--- config.mk ---
export PLATFORM = sky130hd
export DESIGN_NAME = bank_decoder
export DESIGN_NICKNAME = d
export VERILOG_FILES = /design/src/rtl/bank_pkg.sv /design/src/rtl/bank_map_regs.sv /design/src/rtl/bank_io_decode.sv /design/src/rtl/bank_slot_map.sv /design/src/rtl/bank_decoder.sv
export SDC_FILE = /design/constraint.sdc
export NUM_CORES = 1
export LEC_CHECK = 0
export ABC_AREA = 1
export BUFFER_PORTS_ARGS = -buffer_cell sky130_fd_sc_hd__buf_4
export CAP_MARGIN = 10
export CORE_AREA = 2 2 75 77
export DETAILED_ROUTE_END_ITERATION = 8
export DIE_AREA = 0 0 77 79
export GPL_TIMING_DRIVEN = 0
export PLACE_DENSITY = 0.68
export REMOVE_ABC_BUFFERS = 1
export SLEW_MARGIN = 25
export SYNTH_ARGS = -nofsm -noshare
export SYNTH_HDL_FRONTEND = slang
export SYNTH_SLANG_ARGS = --single-unit
export TNS_END_PERCENT = 5
--- constraint.sdc ---
create_clock -name clk_i -period 2.7 [get_ports clk_i]
set_input_delay 0.405 -clock clk_i [delete_from_list [all_inputs] [get_ports clk_i]]
set_output_delay 0.405 -clock clk_i [all_outputs]
set_load 0.05 [all_outputs]
--- src/rtl/bank_pkg.sv ---
package bank_pkg;
  localparam int unsigned ADDR_W   = 16;
  localparam int unsigned DATA_W   = 8;
  localparam int unsigned SLOT_N   = 4;
  localparam int unsigned PAGE_W   = 5;
  localparam int unsigned SECT_N   = 8;
  localparam int unsigned SECT_B   = 16;
  localparam int unsigned ROM_BIT  = 7;
  localparam logic [ADDR_W-1:0] IO_BASE = 16'h0200;
  localparam int unsigned SLOT_W   = $clog2(SLOT_N);

  typedef logic [DATA_W-1:0] map_t;
endpackage

--- src/rtl/bank_map_regs.sv ---
module bank_map_regs
  import bank_pkg::*;
#(
  parameter int unsigned ROM_BOOT_PAGE = 1
) (
  input  logic                     clk_i,
  input  logic                     rst_ni,
  input  logic                     wr_en_i,
  input  logic [SLOT_W-1:0]        idx_i,
  input  map_t                     wdata_i,
  output logic [SLOT_N-1:0][DATA_W-1:0] regs_o
);
  for (genvar s = 0; s < SLOT_N; s++) begin : g_slot
    localparam map_t RST_VAL = (s == SLOT_N-1)
      ? map_t'((1 << ROM_BIT) | ROM_BOOT_PAGE)
      : map_t'(s);
    always_ff @(posedge clk_i or negedge rst_ni) begin
      if (!rst_ni)                                   regs_o[s] <= RST_VAL;
      else if (wr_en_i && idx_i == SLOT_W'(s))       regs_o[s] <= wdata_i;
    end
  end


  reg_write_chk: assert property (@(posedge clk_i) disable iff (!rst_ni)
    wr_en_i |=> regs_o[$past(idx_i)] == $past(wdata_i));
endmodule

--- src/rtl/bank_io_decode.sv ---
module bank_io_decode
  import bank_pkg::*;
(
  input  logic [ADDR_W-1:0] addr_i,
  output logic              io_hit_o,
  output logic [SECT_N-1:0] sel_o
);
  localparam int unsigned OFF_W = $clog2(SECT_B);
  localparam int unsigned SEC_W = $clog2(SECT_N);
  localparam int unsigned WIN_W = OFF_W + SEC_W;

  logic [SEC_W-1:0] sect;
  assign io_hit_o = addr_i[ADDR_W-1:WIN_W] == IO_BASE[ADDR_W-1:WIN_W];
  assign sect     = addr_i[WIN_W-1:OFF_W];

  for (genvar k = 0; k < SECT_N; k++) begin : g_sel
    assign sel_o[k] = io_hit_o && (sect == SEC_W'(k));
  end


  io_onehot_chk: assert property (@(addr_i) $onehot0(sel_o) && (io_hit_o == |sel_o));
endmodule

--- src/rtl/bank_slot_map.sv ---
module bank_slot_map
  import bank_pkg::*;
(
  input  logic [ADDR_W-1:0]             addr_i,
  input  logic                          io_hit_i,
  input  logic                          rnw_i,
  input  logic [SLOT_N-1:0][DATA_W-1:0] regs_i,
  output logic                          ram_cs_o,
  output logic                          rom_cs_o,
  output logic                          mem_we_o,
  output logic [PAGE_W-1:0]             hi_addr_o
);
  logic [SLOT_W-1:0] slot;
  map_t              cur;
  logic              is_rom;

  assign slot   = addr_i[ADDR_W-1 -: SLOT_W];
  assign cur    = regs_i[slot];
  assign is_rom = cur[ROM_BIT];

  always_comb begin
    ram_cs_o  = !io_hit_i && !is_rom;
    rom_cs_o  = !io_hit_i &&  is_rom;
    mem_we_o  = ram_cs_o && !rnw_i;
    hi_addr_o = '0;
    if (ram_cs_o)      hi_addr_o = cur[PAGE_W-1:0];
    else if (rom_cs_o) hi_addr_o = PAGE_W'(cur[0]);
  end
endmodule

--- src/rtl/bank_decoder.sv ---
module bank_decoder
  import bank_pkg::*;
(
  input  logic              clk_i,
  input  logic              rst_ni,
  input  logic [15:0]       addr_i,
  input  logic [7:0]        data_i,
  input  logic              rnw_i,
  output logic [7:0]        data_o,
  output logic              data_oe_o,
  output logic              ram_cs_o,
  output logic              rom_cs_o,
  output logic              mem_we_o,
  output logic [4:0]        hi_addr_o,
  output logic [7:0]        io_sel_o
);
  localparam int unsigned REG_SECT = 0;

  logic                          io_hit;
  logic                          reg_sel;
  logic [SLOT_W-1:0]             reg_idx;
  logic [SLOT_N-1:0][DATA_W-1:0] regs;

  bank_io_decode u_io (
    .addr_i   (addr_i),
    .io_hit_o (io_hit),
    .sel_o    (io_sel_o)
  );

  assign reg_sel = io_sel_o[REG_SECT];
  assign reg_idx = addr_i[SLOT_W-1:0];

  bank_map_regs #(.ROM_BOOT_PAGE(1)) u_regs (
    .clk_i   (clk_i),
    .rst_ni  (rst_ni),
    .wr_en_i (reg_sel && !rnw_i),
    .idx_i   (reg_idx),
    .wdata_i (data_i),
    .regs_o  (regs)
  );

  bank_slot_map u_map (
    .addr_i    (addr_i),
    .io_hit_i  (io_hit),
    .rnw_i     (rnw_i),
    .regs_i    (regs),
    .ram_cs_o  (ram_cs_o),
    .rom_cs_o  (rom_cs_o),
    .mem_we_o  (mem_we_o),
    .hi_addr_o (hi_addr_o)
  );

  assign data_oe_o = reg_sel && rnw_i;
  assign data_o    = data_oe_o ? regs[reg_idx] : '0;


  cs_excl_chk: assert property (@(posedge clk_i) disable iff (!rst_ni)
    !(ram_cs_o && rom_cs_o) && !((ram_cs_o || rom_cs_o) && (io_sel_o != '0)));

  rom_no_we_chk: assert property (@(posedge clk_i) disable iff (!rst_ni)
    (rom_cs_o || !rnw_i && io_sel_o != '0) |-> !mem_we_o);

  io_override_chk: assert property (@(posedge clk_i) disable iff (!rst_ni)
    (addr_i[15:7] == 9'h004) |-> (io_sel_o != '0) && !ram_cs_o && !rom_cs_o);

  reg_hold_chk: assert property (@(posedge clk_i) disable iff (!rst_ni)
    !(io_sel_o[REG_SECT] && !rnw_i) |=> $stable(regs));
endmodule

---- Yosys cells after proc, flatten, opt, wreduce, memory -nomap -nowiden ----
Index checks and enable logic that the tools add are counted.
storage, ports and cells
  register bits after elaboration ......... 32
  input port bits ......................... 27
  output and inout port bits .............. 25
cells by class
  reductions and logical operators ........ 22
  order comparisons ....................... 2
  equality and inequality tests ........... 11
  muxes and demuxes ....................... 7
operators by type and width
  operator              number
  $bmux W8 S2           2
  $mux W8               3
  $logic_and A1 B1 Y1   17
  $eq A3 B3 Y1 const B  4
  $eq A9 B3 Y1 const B  1
  $eq A3 B2 Y1 const B  2
  $lt A2 B3 Y1 const B  2
  $mux W5               1
  $eq A2 B2 Y1 const B  2
  $eq A3 B1 Y1 const B  1
  $logic_not A1 Y1      3
  $logic_not A3 Y1      1
  $eq A2 B1 Y1 const B  1
  $logic_not A2 Y1      1
  $mux W1               1

---- Logic depth before layout (Yosys ltp) ----
Gate-level depths: netlist of the first run.
  depth after elaboration ................. 5
  mapped depth ............................ 8

---- Hierarchy ----
Synthesis of the first run repeated with hierarchy kept, for this count alone.
unflattened totals
  cell total of the unflattened synthesis .. 344
  area total of the unflattened synthesis .. 2336.0 µm²
modules (own cells, without submodules)
  module          area each (µm²)  instances  sequential area each (µm²)  cells an instance
  bank_map_regs   1441.4           1          805.8                       143
  bank_decoder    431.7            1          0.0                         98
  bank_slot_map   314.1            1          0.0                         77
  bank_io_decode  148.9            1          0.0                         26

---- Worst setup path after synthesis of the first run ----
No wires, ideal clock.
  path type ............................... input port to output port
  from .................................... input port addr_i[14]
  to ...................................... output port hi_addr_o[1]
  data arrival time ....................... 2.425 ns
  slack ................................... -0.130 ns
  data required time ...................... 2.295 ns
  stages on the path ...................... 6
  cells stage by stage .................... buf_2 o21ai_0 nand2_1 nor2_1 inv_1 nor2_1
on the way
  word-level cells in the longest chain between the ends .. 5
ends and longest elaborated chain
  what                           RTL line             source
  start, declared                bank_decoder.sv:6    input logic [15:0] addr_i,
  $bmux W8 S2                    bank_slot_map.sv:18  assign cur = regs_i[slot];
  $mux W8 (implied by the code)  bank_slot_map.sv:18
  $logic_not A1 Y1               bank_slot_map.sv:22  ram_cs_o = !io_hit_i && !is_rom;
  $logic_and A1 B1 Y1 *          bank_slot_map.sv:22
  via ram_cs_o                   bank_decoder.sv:11   output logic ram_cs_o,
  $mux W5 *                      bank_slot_map.sv:26  if (ram_cs_o) hi_addr_o = cur[PAGE_W-1:0];
  end, declared                  bank_decoder.sv:14   output logic [4:0] hi_addr_o,
Mark *: on every way through the listed nets, which the timed path passes. The rest lies on a longest branch. The select of a mux whose other input is x is not followed.

---- Worst setup path in the final report of the first run ----
  from .................................... input port addr_i[14]
  to ...................................... output port data_o[3]
on the way
  word-level cells in the longest chain between the ends .. 4
ends and longest elaborated chain
  what                 RTL line              source
  $eq A9 B3 Y1         bank_io_decode.sv:13  assign io_hit_o = addr_i[ADDR_W-1:WIN_W] == IO_BASE[ADDR_W-1:WIN_W];
  $logic_and A1 B1 Y1  bank_io_decode.sv:17  assign sel_o[k] = io_hit_o && (sect == SEC_W'(k));
  $logic_and A1 B1 Y1  bank_decoder.sv:53    assign data_oe_o = reg_sel && rnw_i;
  $mux W8              bank_decoder.sv:54    assign data_o = data_oe_o ? regs[reg_idx] : '0;
  end, declared        bank_decoder.sv:9     output logic [7:0] data_o,
Every way passes these cells.

==> flow_summary.yaml, run 1 <==
die:
  die_h_um: 79
  die_x_um: 77
  start_util_pct: 38.2
  ios: 52
  core-area_um2: 5340
  die-area_um2: 6080
  rows: 27
critical_path:
  crit_fanout: 20
  crit_slowest_cell: "nor3_4"
  crit_path_start_kind: "input port"
  crit_required_ns: 2.30
  endpoint_kind: "output pin"
  critPathBufInv: 2
  crit_type: "in -> out"
  cp.arrival_ns: 2.06
  critPathTopFamily: "simple AND/OR/NAND/NOR gates"
  critPathMaxStageDelay_ns: 0.52
  crit_chain: "buf_4 > nor2_1 > nand3_2 > nor3_4 > nand2_4 > nor3_2 > buf_4"
  path_common_cell: "buf_4"
run_status:
  status: "finished, final reports clean"
clock_tree:
  clk_path_buf_depth: 2
  post_cts_buffers: 0
  cts_hold_buf: 0
  clock_sinks: 32
  cts.htree.levels: 2
  clk_root_buffer_cell: "clkbuf_8"
  clkTransAtPathRegs_ns: 0.06
  cts_tree: "yes"
  ctsResizeCount: 0
  clkLatencyLatePin_ns: 0.28
  cts_inserted_buffers: 5
layout:
  top_regs: "u_regs.regs_o (32)"
  layout-drive-gt1-share_pct: 25.3
  largest_register: "u_regs.regs_o"
  area_delta_synth_final_pct: 23.1
  stdcell_area_um2: 2510
  fin_nets: 342
  final_cell_mix: "94 x nand2_1, 49 x buf_4, 32 x nand4_1"
  fin_util_pct: 47.1
  largest_register_ffs: 32
  diodes: 0
  mostFrequentLayoutCell: "nand2_1"
synth:
  ys_ff_latch: 32
  yosys.area.top_type: "dfrtp_1"
  syn-cell-area_um2: 2040
  synth_top_area_share_pct: 34.3
  avgSynthCellArea_um2: 7.53
  ys_types: 30
  seq_area_frac_synth_pct: 39.5
  synth_cells: 271
  synth_area_leaders: "dfrtp_1 34%, nand2_1 17%, nand4_1 9.8%"
  yosys_warnings: 0
timing:
  fin_ws_ns: 0.237
  finalMaxSlewViolations: 0
  max_freq_mhz: 406
  max_slew_margin_pct: 29.4
  grt_setup_unrepaired: "no"
  setup_viol: 0
  finalHoldViolCount: 0
  skew_ns: 0
  finalCriticalPeriod_ns: 2.46
  min_period_over_period_pct: 91.2
  finalSetupTns_ns: 0
  worst_pin_slew_ns: 1.06
placement:
  place_congestion: 0.778
  portBuffers: 49
  place_area_um2: 2420
  dpl.hpwl_um: 3770
  pre_cts_ws_ns: 0.241
drt:
  via_per_inst: 5.33
  routedWlPerCell_um: 15.0
  vias: 2068
  drc: 0
  wirelength_um: 5810
  dr.pass1.iters: 4
  ant_nets: 0
  drt-initial-drc-count: 158
global_route:
  track_usage_pct: 19.6
  grt_pass1_vias: 1840
  antenna_found_initial: 0
  grt_first_pass_wirelength_um: 9350
  grt_max_degree: 37
  grt_overflow: 0
power:
  p_int_w: 0.000736
  netSwitchingPower_w: 0.000291
  clock_power_share_pct: 37.1
  pwr-share-seq_pct: 46.8
  cellLeakagePower_nw: 1.29
  swShare_pct: 28.4
  power_density_nw_per_um2: 409
  power_w: 0.00103
  ir_worst_vdd_mv: 0.361
  power_frac_comb_pct: 16.1
job:
  drv_cap: 0
hold_path:
  hp-class: "in -> async"
## synth_stat cells, drive strengths merged
cell    count
dfstp       4
a21oi      13
inv        22
nand4      36
dfrtp      28
nor2       19
o22ai       3
nand3       7
o21a        1
clkbuf      2
o21ai      13
clkinv      1
nand2      97
buf        11
nor3       11
o221ai      1
a211oi      2
## routing by layer
metal | share of wire [%] | GRT usage (%)
met1 | 45 | 27.8
met2 | 46 | 30.3
met3 | 8.4 | 4.32
met4 | 1.1 | 5.71
met5 | 0 | 0
## metrics by stage
step | instances | hold slack (ns)
finish | 388 | 0.0505
global route | 388 | 0.0766
CTS | 388 | 0.0616
detailed placement | 380 | 0.373
global placement | 379 | 0.370
floorplan | 258 | 0.109
## cells by family (layout without fill, tap and decap cells)
| family | Yosys count | count (layout) | synth area share, % |
|---|---|---|---|
| compound gates | 33 | 33 | 8.83 |
| buf+inv | 36 | 81 | 8.58 |
| flops | 32 | 32 | 39.5 |
| simple gates | 170 | 170 | 43.1 |
## layout make-up
| type | count | area, um^2 |
|---|---|---|
| clock buffers | 8 | 90.1 |
| fillers | 551 | 2830 |
| inverters | 23 | 87.6 |
| multi-input cells | 203 | 1060 |
| flip-flops and latches | 32 | 806 |
| well taps | 72 | 90.1 |
| repair buffers | 50 | 379 |
## power groups by stage
stage | Sequential (W) | Clock, W | Combinational, W
after global routing | 0.000480 | 0.000414 | 0.000179
after CTS | 0.000481 | 0.000391 | 0.000166
final | 0.000481 | 0.000382 | 0.000165
after detailed placement | 0.000489 | 0 | 0.000165
after floorplan | 0.000489 | 0 | 0.0000824
after global placement | 0.000489 | 0 | 0.000164
## worst paths after layout
kind                                                 end  cells past startpoint  slack, ns                          start
max reg2reg                u_regs.regs_o[17]$_DFFE_PN1P_                      2       1.97  u_regs.regs_o[17]$_DFFE_PN1P_
min in group clk_i         u_regs.regs_o[17]$_DFFE_PN1P_                      3       0.37                      data_i[1]
min reg2reg                u_regs.regs_o[31]$_DFFE_PN1P_                      2       0.48  u_regs.regs_o[31]$_DFFE_PN1P_
max                                            data_o[3]                      7       0.24                     addr_i[14]
max in group asynchronous  u_regs.regs_o[17]$_DFFE_PN1P_                      1       2.31                         rst_ni
min                         u_regs.regs_o[6]$_DFFE_PN0P_                      1       0.05                         rst_ni
No activity file was read; power rests on OpenSTA's default activity.
==> run 2, diff against run 1 <==
--- a/config.mk
+++ b/config.mk
@@ -5,17 +5,18 @@
 export SDC_FILE = /design/constraint.sdc
 export NUM_CORES = 1
 export LEC_CHECK = 0
-export ABC_AREA = 1
+export ABC_AREA = 0
 export BUFFER_PORTS_ARGS = -buffer_cell sky130_fd_sc_hd__buf_4
 export CAP_MARGIN = 10
-export CORE_AREA = 2 2 75 77
+export CORE_AREA = 2 2 71 73
 export DETAILED_ROUTE_END_ITERATION = 8
-export DIE_AREA = 0 0 77 79
+export DIE_AREA = 0 0 73 75
 export GPL_TIMING_DRIVEN = 0
-export PLACE_DENSITY = 0.68
+export PLACE_DENSITY = 0.69
 export REMOVE_ABC_BUFFERS = 1
 export SLEW_MARGIN = 25
 export SYNTH_ARGS = -nofsm -noshare
 export SYNTH_HDL_FRONTEND = slang
+export SYNTH_HIERARCHICAL = 1
 export SYNTH_SLANG_ARGS = --single-unit
 export TNS_END_PERCENT = 5
==> run 2 against run 1 <==
- first-iteration DRC count is 53% lower
- critical path depth grew 1
- register-to-register slack got worse by 0.07 ns
- critical endpoint is now hi_addr_o[1]
==> flow_summary.yaml, run 2 <==
synth:
  synth_area_leaders: "dfrtp_1 38%, mux2_2 20%, mux2i_1 9.8%"
  yosys.area.top_type: "dfrtp_1"
  synth-async-reset-ratio_pct: 100
  synth_cells: 136
  synth_top_flop_cell: "dfrtp_1"
  yosys-top-cells-count: "33 x mux2_2, 28 x dfrtp_1, 18 x mux2i_1"
  ys_types: 27
  avgSynthCellArea_um2: 13.5
  seq_area_frac_synth_pct: 43.9
  synth_most_common_cell: "mux2_2"
  synth_edf_count: 0
  ys_ff_latch: 32
  synth_top_area_share_pct: 38.2
  syn-cell-area_um2: 1830
  yosys_warnings: 6
drt:
  wirelength_um: 4680
  via_per_inst: 5.62
  dr.pass1.iters: 4
  ant_nets: 0
  drt-initial-drc-count: 75
  routedWlPerCell_um: 18.8
  vias: 1399
  drc: 0
critical_path:
  crit_start: "addr_i[7]"
  crit_fanout: 4
  cp.arrival_ns: 2.20
  reg2reg_from: "u_regs/regs_o[2]$_DFFE_PN0P_"
  crit_path_start_kind: "input port"
  crit_type: "in -> out"
  timing.rr.end: "u_regs/regs_o[2]$_DFFE_PN0P_"
  worstRegToRegCells: 1
  endpoint_kind: "output pin"
  crit_required_ns: 2.30
  r2r_slack_ns: 1.90
  critPathCapture: "hi_addr_o[1]"
layout:
  largest_register_ffs: 32
  diodes: 0
  multi_input_area_um2: 1070
  final_cell_mix: "46 x buf_4, 33 x mux2_2, 28 x dfrtp_1"
  mostFrequentLayoutCell: "buf_4"
  seq_area_um2: 806
  fillers: 405
  area_delta_synth_final_pct: 36.6
  layout-drive-gt1-share_pct: 63.6
  fin_util_pct: 53.7
  largest_register: "u_regs/regs_o"
  fin_nets: 221
  top_regs: "u_regs/regs_o (32)"
clock_tree:
  clk_root_buffer_cell: "clkbuf_8"
  clock_sinks: 32
  clk_path_buf_depth: 2
  cts_tree: "yes"
  clkLatencyLatePin_ns: 0.28
  clkTransAtPathRegs_ns: 0.06
  cts_inserted_buffers: 5
  cts.htree.levels: 2
timing:
  whs_ns: 0.0496
  max_freq_mhz: 384
  finalHoldViolCount: 0
  worst_pin_slew_ns: 0.403
  finalMaxSlewViolations: 0
  fin_ws_ns: 0.0982
  max_slew_margin_pct: 73.1
  finalCriticalPeriod_ns: 2.60
  skew_ns: 0
  setup_viol: 0
  min_period_over_period_pct: 96.4
die:
  die-area_um2: 5480
  start_util_pct: 39.4
  rows: 25
  core-area_um2: 4660
  ios: 52
  die_x_um: 73
  die_h_um: 75
power:
  ir_worst_vdd_mv: 0.287
  cellLeakagePower_nw: 1.17
  power_density_nw_per_um2: 370
  power_w: 0.000926
global_route:
  top_usage_layer: "met2"
  grt_overflow: 0
  use_met1_pct: 22.2
  grtUsageMet3_pct: 4.69
  grt_pass1_vias: 1421
  antenna_found_initial: 0
  grt_first_pass_wirelength_um: 7350
  grt_use_met2_pct: 32.8
  grt_max_degree: 33
  track_usage_pct: 18.3
placement:
  dpl.hpwl_um: 3250
  pre_cts_ws_ns: -0.743
  place_congestion: 0.788
  portBuffers: 49
job:
  drv_cap: 0
hold_path:
  hp-class: "in -> async"
run_status:
  status: "finished, final reports clean"
run 2: changes by cell type after synthesis, sizes merged, moves of 16 or more:
cell	delta
mux2	+33
nand2	-97
nand4	-36
inv	-20
mux2i	+18
nor2	-16
run 2: cell families (layout without fill, tap and decap cells):
family	after synthesis	after routing	share of synthesized area, %
multiplexers	56	56	36.2
flip-flops	32	32	43.9
AND/OR/NAND/NOR	32	32	13.0
AO/OA/AOI/OAI	9	9	3.41
buffers and inverters	7	66	3.41
run 2: repair_timing:
| item | CTS | global route |
|---|---|---|
| pin swaps | 5 | 10 |
| hold buffers | 0 | 0 |
| gates resized for setup | 6 | 21 |
| setup endpoints to repair | 46 | 12 |
| buffers inserted | 5 | 2 |
run 2: worst min-delay path by stage:
| stage | slack, ns | endpoint | depth (start not counted) | startpoint |
|---|---|---|---|---|
| final | 0.05 | u_regs/regs_o[5]$_DFFE_PN0P_ | 1 | rst_ni |
| after global routing | 0.07 | u_regs/regs_o[26]$_DFFE_PN0P_ | 1 | rst_ni |
| after CTS | 0.06 | u_regs/regs_o[10]$_DFFE_PN0P_ | 1 | rst_ni |
| after detailed placement | 0.36 | u_regs/regs_o[5]$_DFFE_PN0P_ | 1 | rst_ni |
| after global placement | 0.35 | u_regs/regs_o[29]$_DFFE_PN0P_ | 1 | rst_ni |
| after floorplan | 0.11 | u_regs/regs_o[0]$_DFFE_PN0P_ | 0 | rst_ni |
run 2: critical path, stage by stage:
cell and delay [ns]:
buf_4 0.12, or4b_2 0.68, nor3_2 0.30, nor2b_1 0.11
a22oi_2 0.19, buf_4 0.17, nor2b_1 0.05, buf_4 0.18
run 2: layer usage:
metal  up-vias  share of wire (%)  wire [um]
met2        54                 51       2370
li1        647                  -          -
met1       694                 42       1940
met3         4                6.9        324
met4         0               0.68         32
met5         -                  0          0
run 2: layout make-up:
type	count	area share, %
tap	54	2.70
inverter	2	0.300
clock buffer	7	3.05
clock inverter	1	0.200
timing repair buffer	56	19.0
sequential	32	32.2
multi-input combinational	97	42.6
run 2: power breakdown:
| part | switching (W) | total [W] | internal [W] |
|---|---|---|---|
| clock | 0.000166 | 0.000347 | 0.000180 |
| sequential | 0.000000415 | 0.000481 | 0.000481 |
| combinational | 0.0000542 | 0.0000986 | 0.0000444 |
| total | 0.000221 | 0.000926 | 0.000705 |
run 2: stage by stage:
stage | instances | instance area [um^2] | setup TNS, ns
6_report | 249 | 2500 | 0
5_1_grt | 249 | 2500 | -0.00745
3_3_place_gp | 234 | 2210 | -20.38
3_5_place_dp | 234 | 2210 | -22.51
4_1_cts | 247 | 2380 | 0
2_1_floorplan | 131 | 1780 | -61.70
